**src/rtl/cfgld_pkg.sv**
```systemverilog
`timescale 1ns/1ps
package cfgld_pkg;

  typedef enum logic [2:0] {
    ST_INIT,
    ST_READ,
    ST_PUSH,
    ST_DONE,
    ST_PROG
  } ldState_t;

  // control -> datapath
  typedef struct packed {
    logic init;
    logic waitRun;
    logic capture;
    logic advance;
    logic countByte;
  } ldStrobe_t;

  // datapath -> control
  typedef struct packed {
    logic waitDone;
    logic syncPhase;
    logic syncOk;
    logic countHit;
  } ldStatus_t;

endpackage

```
**src/rtl/cfgld_datapath.sv**
```systemverilog
`timescale 1ns/1ps
module cfgld_datapath
  import cfgld_pkg::*;
#(
  parameter int ADDR_W       = 25,
  parameter int DATA_W       = 8,
  parameter int READ_WAIT    = 8,
  parameter int SYNC_BYTES   = 4,
  parameter logic [SYNC_BYTES*DATA_W-1:0] SYNC_WORD = 'hAA995566,
  parameter int STREAM_BYTES = 2000000
) (
  input  logic              clk,
  input  logic              rstN,
  input  logic              jumperIn,
  input  logic [DATA_W-1:0] flashData,
  input  ldStrobe_t         strb,
  output ldStatus_t         sts,
  output logic [ADDR_W-1:0] flashAddr,
  output logic [DATA_W-1:0] cfgData
);

  localparam int OFF_W   = ADDR_W - 1;
  localparam int WAIT_W  = (READ_WAIT > 2) ? $clog2(READ_WAIT) : 1;
  localparam int IDX_W   = (SYNC_BYTES > 2) ? $clog2(SYNC_BYTES) : 1;
  localparam int COUNT_W = $clog2(STREAM_BYTES + 1);

  logic               imageSel;
  logic [OFF_W-1:0]   offset;
  logic [WAIT_W-1:0]  waitCnt;
  logic [DATA_W-1:0]  dataReg;
  logic [COUNT_W-1:0] byteCnt;
  logic [DATA_W-1:0]  syncArr [SYNC_BYTES];
  logic [IDX_W-1:0]   syncIdx;

  // expected sync bytes, most significant byte at offset 0
  for (genvar g = 0; g < SYNC_BYTES; g++) begin : g_sync
    assign syncArr[g] = SYNC_WORD[(SYNC_BYTES-1-g)*DATA_W +: DATA_W];
  end

  assign syncIdx = offset[IDX_W-1:0];

  always_ff @(posedge clk) begin
    if (!rstN) begin
      imageSel <= 1'b0;
      offset   <= '0;
      waitCnt  <= '0;
      dataReg  <= '0;
      byteCnt  <= '0;
    end else begin
      if (strb.init) begin
        imageSel <= ~jumperIn;
        offset   <= '0;
        byteCnt  <= '0;
      end else begin
        if (strb.advance)   offset  <= offset + 1'b1;
        if (strb.countByte) byteCnt <= byteCnt + 1'b1;
      end
      if (!strb.waitRun || sts.waitDone) waitCnt <= '0;
      else                               waitCnt <= waitCnt + 1'b1;
      if (strb.capture) dataReg <= flashData;
    end
  end

  always_comb begin
    sts.waitDone  = (waitCnt == WAIT_W'(READ_WAIT - 1));
    sts.syncPhase = (offset < OFF_W'(SYNC_BYTES));
    sts.syncOk    = (flashData == syncArr[syncIdx]);
    sts.countHit  = (byteCnt == COUNT_W'(STREAM_BYTES - 1));
  end

  assign flashAddr = {imageSel, offset};
  assign cfgData   = dataReg;

endmodule

```
**src/rtl/cfgld_control.sv**
```systemverilog
`timescale 1ns/1ps
module cfgld_control
  import cfgld_pkg::*;
(
  input  logic      clk,
  input  logic      rstN,
  input  logic      cfgDoneIn,
  input  ldStatus_t sts,
  output ldStrobe_t strb,
  output logic      flashRead,
  output logic      cfgWrite,
  output logic      configDone,
  output logic      programmingMode
);

  ldState_t state, stateNxt;

  always_ff @(posedge clk) begin
    if (!rstN) state <= ST_INIT;
    else       state <= stateNxt;
  end

  always_comb begin
    stateNxt = state;
    strb     = '0;
    unique case (state)
      ST_INIT: begin
        strb.init = 1'b1;
        stateNxt  = ST_READ;
      end
      ST_READ: begin
        strb.waitRun = 1'b1;
        if (sts.syncPhase) begin
          if (sts.waitDone) begin
            if (sts.syncOk) strb.advance = 1'b1;
            else            stateNxt     = ST_PROG;
          end
        end else if (cfgDoneIn) begin
          stateNxt = ST_DONE;
        end else if (sts.waitDone) begin
          strb.capture = 1'b1;
          stateNxt     = ST_PUSH;
        end
      end
      ST_PUSH: begin
        strb.advance   = 1'b1;
        strb.countByte = 1'b1;
        if (cfgDoneIn || sts.countHit) stateNxt = ST_DONE;
        else                           stateNxt = ST_READ;
      end
      ST_DONE: stateNxt = ST_DONE;
      ST_PROG: stateNxt = ST_PROG;
      default: stateNxt = ST_INIT;
    endcase
  end

  assign flashRead       = (state == ST_READ);
  assign cfgWrite        = (state == ST_PUSH);
  assign configDone      = (state == ST_DONE);
  assign programmingMode = (state == ST_PROG);

endmodule

```
**src/rtl/cfgld_top.sv**
```systemverilog
`timescale 1ns/1ps
module cfgld_top
  import cfgld_pkg::*;
#(
  parameter int READ_WAIT    = 8,
  parameter int STREAM_BYTES = 2000000
) (
  input  logic        clk,
  input  logic        rstN,
  input  logic        jumperIn,
  output logic [24:0] flashAddr,
  output logic        flashCs,
  output logic        flashOe,
  input  logic [7:0]  flashData,
  output logic [7:0]  cfgData,
  output logic        cfgWrite,
  input  logic        cfgDoneIn,
  output logic        configDone,
  output logic        programmingMode
);

  ldStrobe_t strb;
  ldStatus_t sts;
  logic      flashRead;

  cfgld_control u_ctl (
    .clk             (clk),
    .rstN            (rstN),
    .cfgDoneIn       (cfgDoneIn),
    .sts             (sts),
    .strb            (strb),
    .flashRead       (flashRead),
    .cfgWrite        (cfgWrite),
    .configDone      (configDone),
    .programmingMode (programmingMode)
  );

  cfgld_datapath #(
    .ADDR_W       (25),
    .DATA_W       (8),
    .READ_WAIT    (READ_WAIT),
    .SYNC_BYTES   (4),
    .SYNC_WORD    (32'hAA995566),
    .STREAM_BYTES (STREAM_BYTES)
  ) u_dp (
    .clk       (clk),
    .rstN      (rstN),
    .jumperIn  (jumperIn),
    .flashData (flashData),
    .strb      (strb),
    .sts       (sts),
    .flashAddr (flashAddr),
    .cfgData   (cfgData)
  );

  assign flashCs = flashRead;
  assign flashOe = flashRead;

endmodule

```
**config.mk**
```make
export PLATFORM = sky130hd
export DESIGN_NAME = cfgld_top
export DESIGN_NICKNAME = d
export VERILOG_FILES = /design/src/rtl/cfgld_pkg.sv /design/src/rtl/cfgld_datapath.sv /design/src/rtl/cfgld_control.sv /design/src/rtl/cfgld_top.sv
export SDC_FILE = /design/constraint.sdc
export NUM_CORES = 1
export LEC_CHECK = 0
export BUFFER_PORTS_ARGS = -buffer_cell sky130_fd_sc_hd__clkbuf_2
export CORE_MARGIN = 5
export CORE_UTILIZATION = 50
export CTS_CLUSTER_DIAMETER = 80
export CTS_CLUSTER_SIZE = 24
export DETAILED_ROUTE_END_ITERATION = 12
export MAX_ROUTING_LAYER = met4
export PLACE_DENSITY = 0.83
export REMOVE_ABC_BUFFERS = 1
export SLEW_MARGIN = 10
export SYNTH_ARGS = -nofsm -noshare
export SYNTH_HDL_FRONTEND = slang
export SYNTH_SLANG_ARGS = --single-unit
```
**constraint.sdc**
```tcl
create_clock -name clk -period 3.8 [get_ports clk]
set_input_delay 0.76 -clock clk [delete_from_list [all_inputs] [get_ports clk]]
set_output_delay 0.76 -clock clk [all_outputs]
set_load 0.05 [all_outputs]
```
==> out/qor.csv, run 1 <==
metric;value;unit
outcome;finished, final reports clean;
hpwlAfterDp;4260;um
period_share;0.775;
rr_worst_depth;8;
internal-power;0.900;mW
postSynthCellCount;316;
period_needed;2.94;ns
min_path_type;flop to flop;
fin_nets;382;
die-area;0.00732;sq mm
netSwitchingPower;0.289;mW
path_clk_slew;0.07;ns
synth-seq-cells;60;
clk_root_buffer_cell;clkbuf_8;
r2r-end;u_dp.offset[23];
synth_ff_type;dfxtp_1;
cts_resized;0;
post_drt_via_cell_ratio;5.55;
tns;0;ns
worstPathRequired;4.07;ns
comb_power_share;0.049;
place_congestion;0.865;
synthesis.area;0.00285;sq mm
ys_top_cells_by_area;dfxtp_1 42%, xor2_1 4.9%, nor2_1 4.1%, mux2i_1 3.9%, xnor2_1 3.7%;
grt_max_degree;46;
place_area;0.00312;sq mm
postCtsHoldBufs;0;
p_leak;1.28;nW
holdCritStartpoint;u_dp.waitCnt[0];
n_antenna_cell;0;
yosysUniqueCellTypes;47;
skew;0.0101;ns
yosysTopAreaCell;dfxtp_1;
synth.top_cell.area_share;0.421;
cp_data_arrival_time;3.22;ns
cp-end-kind;flop;
p_seq_frac;0.536;
wirelength;6130;um
vias;2460;
synth_edf_count;0;
cts_max_path_buffers;2;
max_freq;340;MHz
postSynthAreaPerCell;9.03;sq um
drtIter0Drc;147;
areaGrowthSynthToFinish;15.4;%
rsz0062_at_grt;false;
postCtsSetupRepairBufs;0;
setup-violations-final;0;
die_h;85.5;um
io_buffers;49;
grt_pass1_vias;2285;
grt_pass1_wl;10200;um
start_util;0.515;
htree_num_levels;3;
cellPowerDensity;361;mW/mm^2
worst-path-max-fanout;18;
hold_viol_final;0;
criticalPathCategory;flop to flop;
gr-usage-all-layers;0.177;
start_kind;flop;
tightest_slew;0.509;ns
rows;27;
switching_share;0.243;
wire_per_inst;13.8;um
core;0.00554;sq mm
die-width;85.5;um
final_area;0.00329;sq mm
hold_end;u_dp.waitCnt[0];
synthArstFlopShare;0;
overflow;0;
layout_setup_ws;0.856;ns
synthTopCellsByCount;60 x dfxtp_1, 31 x nor2_1, 20 x o21ai_0, 17 x a21oi_1, 17 x nand2_1;
yosysMostFrequentCell;dfxtp_1;
dp_slack;0.873;ns
vdd_drop_max;0.199;mV
crit-reg2reg-launch;u_dp.waitCnt[0];
drive_gt1_frac;0.208;
timing.reg2reg.setup_slack;0.86;ns
ios;50;
cts_tree;done;
clk_latency;0.34;ns
drc;0;
ant_nets;0;
cap_violations;0;
power_frac_clock;0.415;
antenna_found_initial;0;
yosysWarningCount;0;
hold-path-cell-count;1;
cts_sinks;60;
dr.pass1.iters;4;
yosysSeqAreaShare;0.421;
slew_headroom;0.660;
cts_inserted_buffers;9;
maxSlewViolCount;0;
state kept, by name, indices dropped and copies added (netlist names):
name	count
u_dp.byteCnt	21
u_dp.cfgData	8
u_dp.offset	24
u_dp.imageSel	1
u_ctl.state	3
u_dp.waitCnt	3
critical path, cell delays in order, from the launching register on:
cell,delay (ns)
dfxtp_1,0.34
ha_1,0.15
ha_1,0.21
or4bb_1,0.51
or4_4,0.44
nor4_4,0.35
o2111ai_4,0.27
or4_1,0.47
a21oi_1,0.15
layout make-up:
type,instances,area [sq um]
clock buffer,11,141
clock inverter,5,27.5
fill,486,2250
inverter,5,18.8
multi-input combinational,239,1550
sequential,60,1200
tap,72,90.1
timing repair buffer,51,260
kinds of logic (layout without fill, tap and decap cells):
| logic type | Yosys count | in the layout | share of synthesized area |
|---|---|---|---|
| compound gates | 45 | 45 | 0.0930 |
| xor+xnor | 28 | 28 | 0.0860 |
| fa+ha+maj | 4 | 4 | 0.0175 |
| buf+inv | 17 | 72 | 0.0342 |
| flops | 60 | 60 | 0.421 |
| mux | 11 | 11 | 0.0386 |
| simple gates | 151 | 151 | 0.310 |
power by group through the flow:
stage	clock [mW]	combinational [mW]	sequential (mW)
final	0.493	0.0586	0.638
after global routing	0.534	0.0622	0.638
after CTS	0.501	0.0586	0.638
after detailed placement	0	0.0585	0.652
after global placement	0	0.0577	0.651
after floorplan	0	0.0334	0.654
cell usage in the layout (no fill, tap or decap), types with 3 or more instances in the layout:
master,synthesis,final
and3b_1,3,3
clkbuf_8,1,10
nor2_1,31,31
nor2b_1,12,12
nor3b_1,3,3
o21ai_0,20,20
and4_1,3,3
and3_1,8,8
a21oi_1,17,17
clkinv_2,0,4
nand4_1,14,14
or3_1,15,15
dfxtp_1,60,60
xnor2_1,12,12
nor3_1,8,8
inv_1,5,5
nor4_1,6,6
clkbuf_2,0,49
ha_1,4,4
nand2_1,17,17
nand3_1,9,9
mux2i_1,11,11
nand2b_1,4,4
xor2_1,16,16
per-layer routing:
layer / vias to the layer above / global-route usage / routed length, um
li1: 1228 / - / -
met1: 1155 / 0.222 / 2870
met2: 65 / 0.268 / 2790
met3: 12 / 0.0451 / 360
met4: 0 / 0.0777 / 109
met5: - / - / 0
worst max-delay path by stage:
stage                                 end             from  depth (start not counted)
after floorplan                   flashCs   u_ctl.state[0]                          1
after global placement    u_dp.offset[23]  u_dp.waitCnt[0]                          8
after detailed placement  u_dp.offset[23]  u_dp.waitCnt[0]                          8
after CTS                 u_dp.offset[23]  u_dp.waitCnt[0]                          8
after global routing      u_dp.offset[23]  u_dp.waitCnt[0]                          8
final                     u_dp.offset[23]  u_dp.waitCnt[0]                          8
through the flow:
| stage | instances | util | power [mW] | hold slack [ns] |
|---|---|---|---|---|
| 2_1_floorplan | 304 | - | 0.688 | 0.398 |
| 3_3_place_gp | 427 | 0.564 | 0.709 | 0.407 |
| 3_5_place_dp | 427 | 0.564 | 0.710 | 0.419 |
| 4_1_cts | 443 | 0.594 | 1.20 | 0.429 |
| 5_1_grt | 443 | 0.594 | 1.23 | 0.457 |
| 6_report | 443 | 0.594 | 1.19 | 0.428 |
(Power assumes the default switching activity.)
==> run 2: changes to the inputs <==
Settings changed: PLACE_DENSITY 0.83 to 0.85.
Clock period 3.8 ns to 2.6 ns, I/O delays scaled along.
==> out/qor.csv, run 2 (same netlist as run 1, synthesis figures left out) <==
metric;value;unit
outcome;complete, but fails checks;
failed_checks;setup timing;
place_congestion;0.915;
regMostFlops;u_dp.offset;
ant_nets;0;
die-width;85.5;um
r2r-end;u_dp.offset[21];
mostFrequentLayoutCells;58 x dfxtp_1, 49 x clkbuf_2, 31 x nor2_1;
slew_headroom;0.614;
min_path_type;input pin to flop;
rows;27;
cp_data_arrival_time;3.11;ns
start_kind;flop;
cts_inserted_buffers;9;
n_antenna_cell;0;
post_drt_via_cell_ratio;5.72;
hpwlAfterDp;4710;um
vias;2667;
start_util;0.515;
path_clk_slew;0.06;ns
core;0.00554;sq mm
tightest_slew;0.578;ns
wire_per_inst;15.5;um
multi_input_area;0.00166;sq mm
max_freq;353;MHz
cts_sinks;60;
clk_latency;0.34;ns
worst-path-max-fanout;4;
timing.reg2reg.setup_slack;-0.23;ns
final_common_cell;dfxtp_1;
ios;50;
regArea;0.00121;sq mm
power;1.76;mW
grt_pass1_wl;12000;um
hold-path-cell-count;3;
die_h;85.5;um
largest_reg_flops;24;
die-area;0.00732;sq mm
cp-end-kind;flop;
drc;0;
antenna_found_initial;0;
hold_viol_final;0;
holdCritStartpoint;jumperIn;
cts_max_path_buffers;2;
grt_max_degree;46;
worstPathRequired;2.87;ns
cts_tree;done;
vdd_drop_max;0.386;mV
crit-reg2reg-launch;u_dp.waitCnt[0];
postCtsHoldBufs;0;
criticalPathCategory;flop to flop;
maxSlewViolCount;0;
cellPowerDensity;492;mW/mm^2
io_buffers;49;
gr-usage-all-layers;0.209;
fillers;444;
cap_violations;0;
drive_gt1_frac;0.279;
period_needed;2.83;ns
hold_end;u_dp.imageSel;
holdWs;0.457;ns
period_share;1.09;
areaGrowthSynthToFinish;25.7;%
overflow;0;
clk_root_buffer_cell;clkbuf_8;
wirelength;7230;um
dr.pass1.iters;4;
rr_worst_depth;10;
fin_nets;406;
grt_pass1_vias;2640;
setup-violations-final;12;
rsz0062_at_grt;true;
htree_num_levels;3;
p_leak;1.40;nW
drtIter0Drc;171;
layout_setup_ws;-0.232;ns
skew;0.00436;ns
-- run 2: final cells by class --
type / instances / share of cell area
clock buffers: 13 / 0.0443
inverters: 5 / 0.00523
flip-flops and latches: 60 / 0.336
multi-input cells: 241 / 0.463
repair buffers: 73 / 0.123
well taps: 72 / 0.0251
clock inverters: 2 / 0.00279
-- run 2: critical path, stage by stage (launching register included) --
cell and delay (ns):
dfxtp_4 0.37, ha_4 0.15, ha_4 0.13, or4bb_4 0.47, or4_4 0.45, nor4_4 0.28, buf_4 0.20, buf_12 0.11
o2111ai_4 0.12, or3_4 0.39, a21oi_2 0.11
-- run 2: metrics by stage --
stage,setup TNS (ns),utilization,setup WS (ns),cell area (sq um),instances
2_1_floorplan,-5.93,-,-0.732,2770,304
3_3_place_gp,-0.138,0.586,-0.0790,3240,443
3_5_place_dp,-1.60,0.586,-0.223,3240,443
4_1_cts,-1.29,0.636,-0.173,3530,465
5_1_grt,-2.61,0.647,-0.296,3590,466
6_report,-1.76,0.647,-0.232,3590,466
-- run 2: layer usage --
layer / global-route usage / wire (um)
met1: 0.246 / 2990
met3: 0.0672 / 503
met4: 0.0892 / 147
met5: - / 0
met2: 0.326 / 3590
-- run 2: worst max path at each step --
stage	slack, ns	cells after the start	endpoint	from
finish	-0.23	10	u_dp.offset[21]	u_dp.waitCnt[0]
floorplan	-0.73	3	u_dp.waitCnt[0]	u_ctl.state[0]
global route	-0.30	10	u_dp.offset[23]	u_dp.waitCnt[0]
CTS	-0.17	9	u_dp.offset[23]	u_dp.waitCnt[0]
global placement	-0.08	8	u_dp.offset[23]	u_dp.waitCnt[0]
detailed placement	-0.22	8	u_dp.offset[23]	u_dp.waitCnt[0]
-- run 2: what timing repair did --
action	in CTS	in global routing
endpoints found under the setup margin	12	15
cloned	2	0
buffers inserted	5	2
gates resized for setup	12	15
pin swaps	5	9
-- run 2: report_power, final --
group | internal, mW | switching, mW | total (mW)
sequential | 0.925 | 0.00465 | 0.930
combinational | 0.0317 | 0.0672 | 0.0989
clock | 0.390 | 0.345 | 0.735
total | 1.35 | 0.417 | 1.76
==> run 3: changes to the inputs <==
Settings changed: CORE_MARGIN 5 to default, PLACE_DENSITY 0.85 to default, PLACE_DENSITY_LB_ADDON from default to 0.3.
==> out/qor.csv, run 3 (same netlist as run 1, synthesis figures left out) <==
metric;value;unit
outcome;complete, but fails checks;
start_kind;flop;
cap_violations;0;
drive_gt1_frac;0.281;
rows;27;
clk_latency;0.34;ns
gr-usage-all-layers;0.249;
dp.cells;445;
drc;2;
die-width;77.5;um
multi_input_area;0.00167;sq mm
period_share;1.04;
layoutNonFillerInstCount;467;
largest_reg_flops;24;
failed_checks;DRC, setup timing;
cp_data_arrival_time;2.97;ns
path_clk_slew;0.07;ns
overflow;0;
cellPowerDensity;551;mW/mm^2
rsz0062_at_grt;true;
cp-end-kind;flop;
fillers;444;
post_drt_via_cell_ratio;5.66;
mostFrequentLayoutCells;59 x dfxtp_1, 49 x clkbuf_2, 31 x nor2_1;
wire_per_inst;14.9;um
crit_start;u_dp.waitCnt[1];
worstPathRequired;2.87;ns
max_freq;370;MHz
maxSlewViolCount;0;
io_buffers;49;
vias;2642;
ios;50;
hpwlAfterDp;4440;um
worst-path-max-fanout;5;
ant_nets;0;
core;0.00551;sq mm
criticalPathCategory;flop to flop;
p_leak;1.43;nW
grt_max_degree;46;
die_h;77.5;um
holdCritStartpoint;u_dp.waitCnt[0];
start_util;0.518;
cts_tree;done;
final_core_util;0.661;
clk_root_buffer_cell;clkbuf_8;
n_antenna_cell;0;
postCtsHoldBufs;0;
cts_sinks;60;
place_congestion;0.828;
regMostFlops;u_dp.offset;
cts_inserted_buffers;9;
cts_max_path_buffers;2;
layout_setup_ws;-0.103;ns
final_common_cell;dfxtp_1;
die-area;0.00601;sq mm
hold_viol_final;0;
period_needed;2.70;ns
antenna_found_initial;0;
wirelength;6960;um
fin_nets;406;
htree_num_levels;3;
grt_pass1_vias;2439;
tightest_slew;0.504;ns
setup-violations-final;7;
vdd_drop_max;0.320;mV
regArea;0.00120;sq mm
slew_headroom;0.664;
areaGrowthSynthToFinish;27.6;%
grt_pass1_wl;11400;um
dr.pass1.iters;9;
crit-reg2reg-launch;u_dp.waitCnt[1];
min_path_type;flop to flop;
drtIter0Drc;178;
skew;0.0105;ns
-- run 3: report_power, final --
| part | internal, mW | total [mW] | switching (mW) |
|---|---|---|---|
| Clock | 0.615 | 0.980 | 0.365 |
| Sequential | 0.925 | 0.930 | 0.00442 |
| Combinational | 0.0293 | 0.0950 | 0.0658 |
-- run 3: cell type report --
| cell class | count | share of cell area |
|---|---|---|
| multi-input combinational | 242 | 0.459 |
| tap | 72 | 0.0247 |
| sequential | 60 | 0.330 |
| clock inverter | 4 | 0.0192 |
| clock buffer | 12 | 0.0454 |
| timing repair buffer | 72 | 0.116 |
| inverter | 5 | 0.00515 |
-- run 3: worst paths after layout --
check / endpoint / slack [ns] / depth (start not counted)
hold reg to reg: u_dp.waitCnt[0] / 0.44 / 1
hold / removal: u_dp.waitCnt[0] / 0.44 / 1
setup / recovery: u_dp.offset[23] / -0.10 / 9
setup reg to reg: u_dp.offset[23] / -0.10 / 9
-- run 3: what timing repair did --
item | 4_1_cts | 5_1_grt
cloned | 2 | 1
pin swaps | 6 | 6
endpoints found under the setup margin | 11 | 14
buffers inserted | 3 | 0
gates resized for setup | 8 | 14
-- run 3: per-layer routing --
layer | routed length [um] | global-route usage
met5 | 0 | -
met4 | 158 | 0.134
met3 | 429 | 0.0459
met2 | 3150 | 0.380
met1 | 3230 | 0.313
-- run 3: critical path, stage by stage (launching register included) --
cell	delay, ns
dfxtp_1	0.35
ha_4	0.14
ha_4	0.12
or4bb_1	0.44
or4_4	0.45
nor4_4	0.18
buf_4	0.21
o2111ai_4	0.15
or4_4	0.45
a21oi_2	0.14
-- run 3: through the flow --
stage          area, sq um  total power, mW  setup TNS (ns)  hold slack [ns]  setup WS (ns)
3_5_place_dp          3260             1.04           -1.04            0.416         -0.149
2_1_floorplan         2770             1.01           -5.93            0.398         -0.732
6_report              3640             2.00          -0.250            0.439         -0.103
5_1_grt               3640             2.07           -1.28            0.463         -0.199
3_3_place_gp          3260             1.04          -0.111            0.407        -0.0667
4_1_cts               3560             2.02          -0.590            0.402         -0.125
